<file path="src/rtl/pin_io_pkg.sv">
// Package pin_io_pkg
// Shared helpers for the pin I/O pipeline.
// Assumes: nothing beyond synthesizable functions.
package pin_io_pkg;

    // Bitwise two-of-three vote across three sample vectors.
    function automatic logic [63:0] vote3(input logic [63:0] a,
                                          input logic [63:0] b,
                                          input logic [63:0] c);
        return (a & b) | (a & c) | (b & c);
    endfunction

endpackage

</file>
<file path="src/rtl/pio_in_stage.sv">
// Module pio_in_stage
// Registers each pin at the pad and offers, per pin, either that sample or
// a vote over the last three samples. The output is combinational from
// registers. The hub adds the next register stage.
// Assumes: pin_i is already synchronous to clk; sel_i is quasi-static.
module pio_in_stage #(
    parameter int N_PINS = 8
) (
    input  logic              clk,
    input  logic              rst_n,
    input  logic [N_PINS-1:0] pin_i,
    input  logic [N_PINS-1:0] sel_i,
    output logic [N_PINS-1:0] val_o
);
    import pin_io_pkg::*;

    localparam int HIST = 3;

    logic [N_PINS-1:0] smp_q [HIST];

    // Pad register followed by a two-deep sample history.
    always_ff @(posedge clk) begin
        if (!rst_n) begin
            for (int k = 0; k < HIST; k++) smp_q[k] <= '0;
        end else begin
            smp_q[0] <= pin_i;
            for (int k = 1; k < HIST; k++) smp_q[k] <= smp_q[k-1];
        end
    end

    // Per-pin choice of direct sample or majority vote.
    for (genvar p = 0; p < N_PINS; p++) begin : g_pin
        logic voted;
        always_comb begin
            voted = smp_q[0][p] & smp_q[1][p]
                  | smp_q[0][p] & smp_q[2][p]
                  | smp_q[1][p] & smp_q[2][p];
            val_o[p] = sel_i[p] ? voted : smp_q[0][p];
        end
    end

endmodule

</file>
<file path="src/rtl/pio_hub.sv">
// Module pio_hub
// The shared stage. It ORs the output-value and drive-enable registers of
// all cores and registers the result toward the pins. It also registers
// the selected input value once before fan-out to the cores.
// Assumes: core vectors are packed with core i at [i*N_PINS +: N_PINS].
module pio_hub #(
    parameter int N_CORES = 4,
    parameter int N_PINS  = 8
) (
    input  logic                      clk,
    input  logic                      rst_n,
    input  logic [N_CORES*N_PINS-1:0] out_all_i,
    input  logic [N_CORES*N_PINS-1:0] dir_all_i,
    input  logic [N_PINS-1:0]         in_val_i,
    output logic [N_PINS-1:0]         pin_out_o,
    output logic [N_PINS-1:0]         pin_oe_o,
    output logic [N_PINS-1:0]         in_hub_o
);
    logic [N_PINS-1:0] or_out;
    logic [N_PINS-1:0] or_dir;

    // OR-merge of every core's value and enable vectors.
    always_comb begin
        or_out = '0;
        or_dir = '0;
        for (int c = 0; c < N_CORES; c++) begin
            or_out = or_out | out_all_i[c*N_PINS +: N_PINS];
            or_dir = or_dir | dir_all_i[c*N_PINS +: N_PINS];
        end
    end

    // One register stage in each direction; data and enable move together.
    always_ff @(posedge clk) begin
        if (!rst_n) begin
            pin_out_o <= '0;
            pin_oe_o  <= '0;
            in_hub_o  <= '0;
        end else begin
            pin_out_o <= or_out;
            pin_oe_o  <= or_dir;
            in_hub_o  <= in_val_i;
        end
    end

endmodule

</file>
<file path="src/rtl/pio_core_port.sv">
// Module pio_core_port
// One core's view of the pins. It holds the output-value and drive-enable
// registers, written on the last clock of an instruction. It also holds
// two input captures: one taken on the first clock and one on the last.
// Assumes: get_i/go_i come straight from the core's sequencer.
module pio_core_port #(
    parameter int N_PINS = 8
) (
    input  logic              clk,
    input  logic              rst_n,
    input  logic              get_i,
    input  logic              go_i,
    input  logic              wr_i,
    input  logic [N_PINS-1:0] out_d,
    input  logic [N_PINS-1:0] dir_d,
    input  logic [N_PINS-1:0] hub_in_i,
    output logic [N_PINS-1:0] out_q,
    output logic [N_PINS-1:0] dir_q,
    output logic [N_PINS-1:0] test_q,
    output logic [N_PINS-1:0] opnd_q
);
    // Output registers load only at the end of a writing instruction.
    always_ff @(posedge clk) begin
        if (!rst_n) begin
            out_q <= '0;
            dir_q <= '0;
        end else if (go_i && wr_i) begin
            out_q <= out_d;
            dir_q <= dir_d;
        end
    end

    // Pin-test capture on the first clock of an instruction.
    always_ff @(posedge clk) begin
        if (!rst_n)     test_q <= '0;
        else if (get_i) test_q <= hub_in_i;
    end

    // Operand capture on the last clock, used by the next instruction.
    always_ff @(posedge clk) begin
        if (!rst_n)    opnd_q <= '0;
        else if (go_i) opnd_q <= hub_in_i;
    end

    // no last-clock strobe, no change to the drive registers.
    p_out_hold_r1: assert property (@(posedge clk) disable iff (!rst_n)
        !go_i |=> ($stable(out_q) && $stable(dir_q)));

    // pin-test capture holds between first-clock strobes.
    p_test_hold_r4: assert property (@(posedge clk) disable iff (!rst_n)
        !get_i |=> $stable(test_q));

    // operand capture holds between last-clock strobes.
    p_opnd_hold_r5: assert property (@(posedge clk) disable iff (!rst_n)
        !go_i |=> $stable(opnd_q));

endmodule

</file>
<file path="src/rtl/pin_io_pipe.sv">
// Module pin_io_pipe
// Top of the shared pin pipeline. It has one port block per core, one
// shared hub stage and one pad input stage. All latencies are counted in
// registers, never in gate delay.
// Assumes: synchronous active-low reset; pads are outside this block.
module pin_io_pipe #(
    parameter int N_CORES = 4,
    parameter int N_PINS  = 8
) (
    input  logic                      clk,
    input  logic                      rst_n,
    input  logic [N_CORES-1:0]        core_get,
    input  logic [N_CORES-1:0]        core_go,
    input  logic [N_CORES-1:0]        core_wr,
    input  logic [N_CORES*N_PINS-1:0] core_out_d,
    input  logic [N_CORES*N_PINS-1:0] core_dir_d,
    input  logic [N_PINS-1:0]         pin_filt_sel,
    input  logic [N_PINS-1:0]         pin_in,
    output logic [N_PINS-1:0]         pin_out,
    output logic [N_PINS-1:0]         pin_oe,
    output logic [N_CORES*N_PINS-1:0] core_test_q,
    output logic [N_CORES*N_PINS-1:0] core_opnd_q
);
    localparam int VEC_W = N_CORES * N_PINS;

    logic [VEC_W-1:0]  out_all;
    logic [VEC_W-1:0]  dir_all;
    logic [N_PINS-1:0] in_val;
    logic [N_PINS-1:0] in_hub;

    // Pad-side input register and per-pin filter choice.
    pio_in_stage #(.N_PINS(N_PINS)) u_in (
        .clk   (clk),
        .rst_n (rst_n),
        .pin_i (pin_in),
        .sel_i (pin_filt_sel),
        .val_o (in_val)
    );

    // Shared merge and register stage.
    pio_hub #(.N_CORES(N_CORES), .N_PINS(N_PINS)) u_hub (
        .clk       (clk),
        .rst_n     (rst_n),
        .out_all_i (out_all),
        .dir_all_i (dir_all),
        .in_val_i  (in_val),
        .pin_out_o (pin_out),
        .pin_oe_o  (pin_oe),
        .in_hub_o  (in_hub)
    );

    // One port block per core.
    for (genvar c = 0; c < N_CORES; c++) begin : g_core
        pio_core_port #(.N_PINS(N_PINS)) u_port (
            .clk      (clk),
            .rst_n    (rst_n),
            .get_i    (core_get[c]),
            .go_i     (core_go[c]),
            .wr_i     (core_wr[c]),
            .out_d    (core_out_d[c*N_PINS +: N_PINS]),
            .dir_d    (core_dir_d[c*N_PINS +: N_PINS]),
            .hub_in_i (in_hub),
            .out_q    (out_all[c*N_PINS +: N_PINS]),
            .dir_q    (dir_all[c*N_PINS +: N_PINS]),
            .test_q   (core_test_q[c*N_PINS +: N_PINS]),
            .opnd_q   (core_opnd_q[c*N_PINS +: N_PINS])
        );
    end

    // a reset edge leaves the pins undriven and low.
    p_reset_clear_r7: assert property (@(posedge clk)
        !rst_n |=> (pin_oe == '0 && pin_out == '0));

    // if no core changed its registers two edges back, the pins hold.
    p_pin_quiet_r2: assert property (@(posedge clk) disable iff (!rst_n)
        ((core_go & core_wr) == '0) |=> ##1 ($stable(pin_out) && $stable(pin_oe)));

endmodule

</file>
<file path="config.mk">
export PLATFORM = sky130hd
export DESIGN_NAME = pin_io_pipe
export DESIGN_NICKNAME = d
export VERILOG_FILES = /design/src/rtl/pin_io_pkg.sv /design/src/rtl/pio_in_stage.sv /design/src/rtl/pio_hub.sv /design/src/rtl/pio_core_port.sv /design/src/rtl/pin_io_pipe.sv
export SDC_FILE = /design/constraint.sdc
export NUM_CORES = 1
export LEC_CHECK = 0
export BUFFER_PORTS_ARGS = -buffer_cell sky130_fd_sc_hd__buf_2
export CAP_MARGIN = 15
export CORE_MARGIN = 8
export CORE_UTILIZATION = 56
export CTS_CLUSTER_DIAMETER = 50
export CTS_CLUSTER_SIZE = 20
export DETAILED_ROUTE_END_ITERATION = 10
export GPL_ROUTABILITY_DRIVEN = 0
export PLACE_DENSITY = 0.93
export SLEW_MARGIN = 20
export SYNTH_ARGS = -nofsm -noshare
export SYNTH_HDL_FRONTEND = slang
export SYNTH_HIERARCHICAL = 1
export SYNTH_SLANG_ARGS = --single-unit
</file>
<file path="constraint.sdc">
create_clock -name clk -period 1.8 [get_ports clk]
set_input_delay 0.18 -clock clk [delete_from_list [all_inputs] [get_ports clk]]
set_output_delay 0.18 -clock clk [all_outputs]
set_load 0.02 [all_outputs]
</file>
==> impl_results.html <==
<table>
<tr><th>Metric</th><th>Value</th></tr>
<tr><th colspan="2">Logic synthesis</th></tr>
<tr><td>Synth top area cells</td><td>sky130_fd_sc_hd__dfxtp_1 53%, sky130_fd_sc_hd__mux2i_1 9.7%, sky130_fd_sc_hd__nand4_1 6.1%</td></tr>
<tr><td>Largest family of logic cells by synthesized area</td><td>simple AND/OR/NAND/NOR gates</td></tr>
<tr><td>Synthesized instance count</td><td>624</td></tr>
<tr><td>Share of cell area taken by muxes after synthesis</td><td>9.70%</td></tr>
<tr><td>Net count of the mapped netlist</td><td>718</td></tr>
<tr><td>Post-synthesis share of cell area spent on and, or, nand and nor gates</td><td>20.2%</td></tr>
<tr><td>Compound-gate portion of the synthesized area</td><td>9.55%</td></tr>
<tr><td>Top-area cell type share of the netlist area</td><td>53.4%</td></tr>
<tr><td>Synthesized-area fraction occupied by adder cells</td><td>0%</td></tr>
<tr><td>List of most frequent post-synthesis cells</td><td>176 x sky130_fd_sc_hd__dfxtp_1, 64 x sky130_fd_sc_hd__mux2i_1, 64 x sky130_fd_sc_hd__nand2_1, 64 x sky130_fd_sc_hd__nand4_1, 64 x sky130_fd_sc_hd__nor2b_1</td></tr>
<tr><td>EDFF count, synth</td><td>0</td></tr>
<tr><td>Post-Synthesis Mean Instance Area</td><td>10.6 sq um</td></tr>
<tr><td>Fraction of the yosys area taken by sequential cells</td><td>a little over half</td></tr>
<tr><td>Post-synth top flop</td><td>sky130_fd_sc_hd__dfxtp_1</td></tr>
<tr><td>Cell type with the largest total area after synthesis</td><td>sky130_fd_sc_hd__dfxtp_1</td></tr>
<tr><td>Number of distinct library cell variants in the gate-level netlist after synthesis</td><td>19</td></tr>
<tr><td>Total standard cell area after synthesis</td><td>6600 sq um</td></tr>
<tr><td>Number of warnings printed during yosys synthesis</td><td>6</td></tr>
<tr><td>XOR/XNOR share of the synthesized area</td><td>0%</td></tr>
<tr><td>Number of synthesized register bits</td><td>roughly 180</td></tr>
<tr><td>Most common cell in the synthesized netlist</td><td>sky130_fd_sc_hd__dfxtp_1</td></tr>
<tr><td>Share of flip-flops with an asynchronous set or reset after synthesis</td><td>0%</td></tr>
<tr><th colspan="2">Clock tree</th></tr>
<tr><td>Sinks on the clock net</td><td>176</td></tr>
<tr><td>Buffer levels on the longest clock path</td><td>2</td></tr>
<tr><td>H-Tree Depth</td><td>4</td></tr>
<tr><td>Worst-Skew Late Latency</td><td>0.42 ns</td></tr>
<tr><td>Worst-path clk slew</td><td>0.06 ns</td></tr>
<tr><td>Resized cells post-CTS</td><td>0</td></tr>
<tr><td>Clock tree root buffer cell</td><td>sky130_fd_sc_hd__clkbuf_16</td></tr>
<tr><td>Number of clock buffers inserted by TritonCTS</td><td>17</td></tr>
<tr><td>TritonCTS clock tree</td><td>yes</td></tr>
<tr><th colspan="2">Floorplanning</th></tr>
<tr><td>Core Footprint</td><td>about 11000 sq um</td></tr>
<tr><td>Total Die Area</td><td>15500 sq um</td></tr>
<tr><td>Cell row count</td><td>39</td></tr>
<tr><td>Number of placed I/O pins</td><td>174</td></tr>
<tr><td>Die Y</td><td>125 um</td></tr>
<tr><td>Effective utilization at floorplan</td><td>57.6%</td></tr>
<tr><td>X dimension of the die</td><td>between 100 and 150 um</td></tr>
<tr><th colspan="2">STA</th></tr>
<tr><td>Relative slew slack</td><td>69.1%</td></tr>
<tr><td>Setup slack of the critical path after layout</td><td>about 0.64 ns</td></tr>
<tr><td>Maximum frequency from static timing analysis</td><td>0.861 GHz</td></tr>
<tr><td>Time the worst path needs with I/O delays and setup</td><td>1.16 ns</td></tr>
<tr><td>Final hold violation count</td><td>0</td></tr>
<tr><td>Setup repair after global routing missed its margin</td><td>no</td></tr>
<tr><td>Max-slew violation count</td><td>0</td></tr>
<tr><td>Final clock period utilization by the worst path</td><td>64.6%</td></tr>
<tr><td>Maximum clock skew at final layout</td><td>0.00556 ns</td></tr>
<tr><td>Worst slack on hold paths</td><td>0.0112 ns</td></tr>
<tr><td>Setup_tns</td><td>0 ns</td></tr>
<tr><td>Setup-failing EPs final</td><td>0</td></tr>
<tr><td>Actual transition at the worst max-transition pin</td><td>0.462 ns</td></tr>
<tr><th colspan="2">Global route</th></tr>
<tr><td>Maximum number of pins on one net before global-route repair</td><td>64</td></tr>
<tr><td>Overflow after GRT</td><td>0</td></tr>
<tr><td>Number of global-route vias before repair</td><td>just over 5000</td></tr>
<tr><td>Initial antenna violation count</td><td>0</td></tr>
<tr><td>Overall global routing resource usage</td><td>21.7%</td></tr>
<tr><td>Wire length of the first global-routing pass</td><td>27.2 mm</td></tr>
<tr><th colspan="2">Route</th></tr>
<tr><td>Via-to-Cell Ratio</td><td>5.49</td></tr>
<tr><td>DRC</td><td>0</td></tr>
<tr><td>Iteration-0 DRC count of the detailed router</td><td>440</td></tr>
<tr><td>Average routed wire per standard cell</td><td>around 19 um</td></tr>
<tr><td>Detailed-route wire length</td><td>17.5 mm</td></tr>
<tr><td>Count of vias placed by the detailed router</td><td>around 5200</td></tr>
<tr><td>Pre-antenna DRT Iters</td><td>5</td></tr>
<tr><td>Antenna Nets Post-Route</td><td>0</td></tr>
<tr><th colspan="2">Worst setup path</th></tr>
<tr><td>Category of the worst setup path launch point</td><td>register</td></tr>
<tr><td>Top Family by Delay on Critical Path</td><td>flip-flops</td></tr>
<tr><td>Reg-to-reg startpoint</td><td>u_in/smp_q[0][18]</td></tr>
<tr><td>FF-to-FF End</td><td>u_hub/in_hub_o[2]</td></tr>
<tr><td>Slowest CP cell</td><td>sky130_fd_sc_hd__dfxtp_1</td></tr>
<tr><td>Crit-path cells</td><td>buf_2</td></tr>
<tr><td>Delay contributed by the slowest stage of the critical path</td><td>0.36 ns</td></tr>
<tr><td>Worst reg2reg setup slack</td><td>0.78 ns</td></tr>
<tr><td>Number of buffers and inverters on the critical path</td><td>1</td></tr>
<tr><td>Required time at the endpoint of the critical path</td><td>1.62 ns</td></tr>
<tr><td>Crit-path max FO</td><td>2</td></tr>
<tr><td>Category of the most critical setup path</td><td>reg -&gt; out</td></tr>
<tr><td>Worst Reg2Reg Path Length in Cells</td><td>3</td></tr>
<tr><td>Arrival time at the worst endpoint</td><td>0.98 ns</td></tr>
<tr><td>Type of destination of the critical path</td><td>output pin</td></tr>
<tr><th colspan="2">Pwr</th></tr>
<tr><td>Peak supply drop</td><td>1.06 mV</td></tr>
<tr><td>LEAKAGE</td><td>3.54 nW</td></tr>
<tr><td>Power per unit of standard cell area</td><td>1070 nW/um^2</td></tr>
<tr><th colspan="2">Hold path</th></tr>
<tr><td>Startpoint of the tightest hold check path</td><td>core_dir_d[24]</td></tr>
<tr><td>Depth of the worst hold-timing path</td><td>3</td></tr>
<tr><td>Tightest Hold Check Type</td><td>in -&gt; reg</td></tr>
<tr><td>Capture endpoint of the worst hold path</td><td>g_core[3].u_port/dir_q[0]</td></tr>
<tr><th colspan="2">Outcome</th></tr>
<tr><td>Run status</td><td>completed</td></tr>
<tr><th colspan="2">Finish</th></tr>
<tr><td>Synth-to-Final Area Change</td><td>21.7%</td></tr>
<tr><td>Total non-filler cell area in the finished layout</td><td>8030 sq um</td></tr>
<tr><td>Fillcell total</td><td>~800</td></tr>
<tr><td>Proportion of layout cells with a drive suffix above 1</td><td>27.6%</td></tr>
<tr><td>Nets</td><td>882</td></tr>
<tr><td>Antenna cells</td><td>0</td></tr>
<tr><th colspan="2">Placement</th></tr>
<tr><td>DP Area</td><td>7260 sq um</td></tr>
<tr><td>Number of I/O port buffers</td><td>173</td></tr>
<tr><td>Detailed Place HPWL</td><td>11.7 mm</td></tr>
<tr><td>Pre-CTS setup slack</td><td>0.611 ns</td></tr>
<tr><th colspan="2">Flow run</th></tr>
<tr><td>Max-cap violations</td><td>0</td></tr>
</table>
registers in the layout, indices dropped and copies added, names as in the netlist:
| name | flops |
|---|---|
| g_core.u_port/opnd_q | 32 |
| g_core.u_port/test_q | 32 |
| u_hub/in_hub_o | 8 |
| g_core.u_port/out_q | 32 |
| g_core.u_port/dir_q | 32 |
| u_in/smp_q | 24 |
| u_hub/pin_out_o | 8 |
| u_hub/pin_oe_o | 8 |
logic make-up after synthesis:
kind of cell	Yosys count
and+or+nand+nor	236
DFF	176
AOI/OAI and AO/OA	96
muxes	64
buffers and inverters	52
stage by stage:
step           cells  total power, mW  util [%]
6_report         944             8.62      70.0
5_1_grt          944             8.89      70.0
4_1_cts          944             8.65      70.0
3_5_place_dp     896             4.92      63.3
3_3_place_gp     896             4.90      63.3
2_1_floorplan    624             4.71         -
metal layers:
metal / wire, um / vias to the layer above / GRT usage [%]
met4: 211 / 0 / 6.59
met2: 8610 / 221 / 36.8
met5: 0 / - / 0
li1: - / 2509 / -
met3: 1640 / 22 / 9.32
met1: 7040 / 2426 / 23.9
how the worst max path moves through the flow:
| stage | start | end | slack, ns | depth (start not counted) |
|---|---|---|---|---|
| after CTS | g_core[3].u_port/opnd_q[5] | core_opnd_q[29] | 0.61 | 1 |
| final | g_core[3].u_port/opnd_q[5] | core_opnd_q[29] | 0.64 | 1 |
| after global placement | rst_n | u_hub/in_hub_o[0] | 0.64 | 3 |
| after detailed placement | rst_n | g_core[3].u_port/test_q[7] | 0.61 | 3 |
| after global routing | g_core[2].u_port/opnd_q[6] | core_opnd_q[22] | 0.60 | 1 |
| after floorplan | u_in/smp_q[0][0] | u_hub/in_hub_o[0] | 0.88 | 3 |
cell usage in the layout (no fill, tap or decap):
| cell type | instances |
|---|---|
| sky130_fd_sc_hd__a21o_1 | 8 |
| sky130_fd_sc_hd__a22o_1 | 8 |
| sky130_fd_sc_hd__and2_1 | 28 |
| sky130_fd_sc_hd__and2_2 | 4 |
| sky130_fd_sc_hd__and2_4 | 4 |
| sky130_fd_sc_hd__buf_12 | 2 |
| sky130_fd_sc_hd__buf_2 | 172 |
| sky130_fd_sc_hd__buf_4 | 6 |
| sky130_fd_sc_hd__buf_6 | 1 |
| sky130_fd_sc_hd__bufinv_16 | 2 |
| sky130_fd_sc_hd__clkbuf_16 | 17 |
| sky130_fd_sc_hd__clkbuf_8 | 4 |
| sky130_fd_sc_hd__clkinv_2 | 1 |
| sky130_fd_sc_hd__clkinv_4 | 1 |
| sky130_fd_sc_hd__clkinvlp_4 | 5 |
| sky130_fd_sc_hd__dfxtp_1 | 176 |
| sky130_fd_sc_hd__dlygate4sd3_1 | 16 |
| sky130_fd_sc_hd__inv_6 | 2 |
| sky130_fd_sc_hd__mux2i_1 | 64 |
| sky130_fd_sc_hd__nand2_1 | 64 |
| sky130_fd_sc_hd__nand2b_1 | 8 |
| sky130_fd_sc_hd__nand4_1 | 64 |
| sky130_fd_sc_hd__nor2b_1 | 64 |
| sky130_fd_sc_hd__o21ai_0 | 24 |
| sky130_fd_sc_hd__o21ai_1 | 40 |
| sky130_fd_sc_hd__o41a_1 | 16 |
repair_timing:
action	in CTS	in global routing
endpoints found under the setup margin	0	0
hold buffers	16	0
endpoints found under the hold margin	16	0
setup buffers	0	0
cell type report:
class,instances,area [sq um],share of cell area (%)
clock buffer,21,480,5.98
clock inverter,11,129,1.60
multi-input combinational,396,2600,32.4
sequential,176,3520,43.9
tap,143,179,2.23
timing repair buffer,197,1120,13.9
power by group:
part	total (mW)	switching, mW	internal (mW)
registers	4.16	0.101	4.05
logic	0.726	0.407	0.319
clock network	3.74	1.54	2.20
No activity file was read; power rests on OpenSTA's default activity.
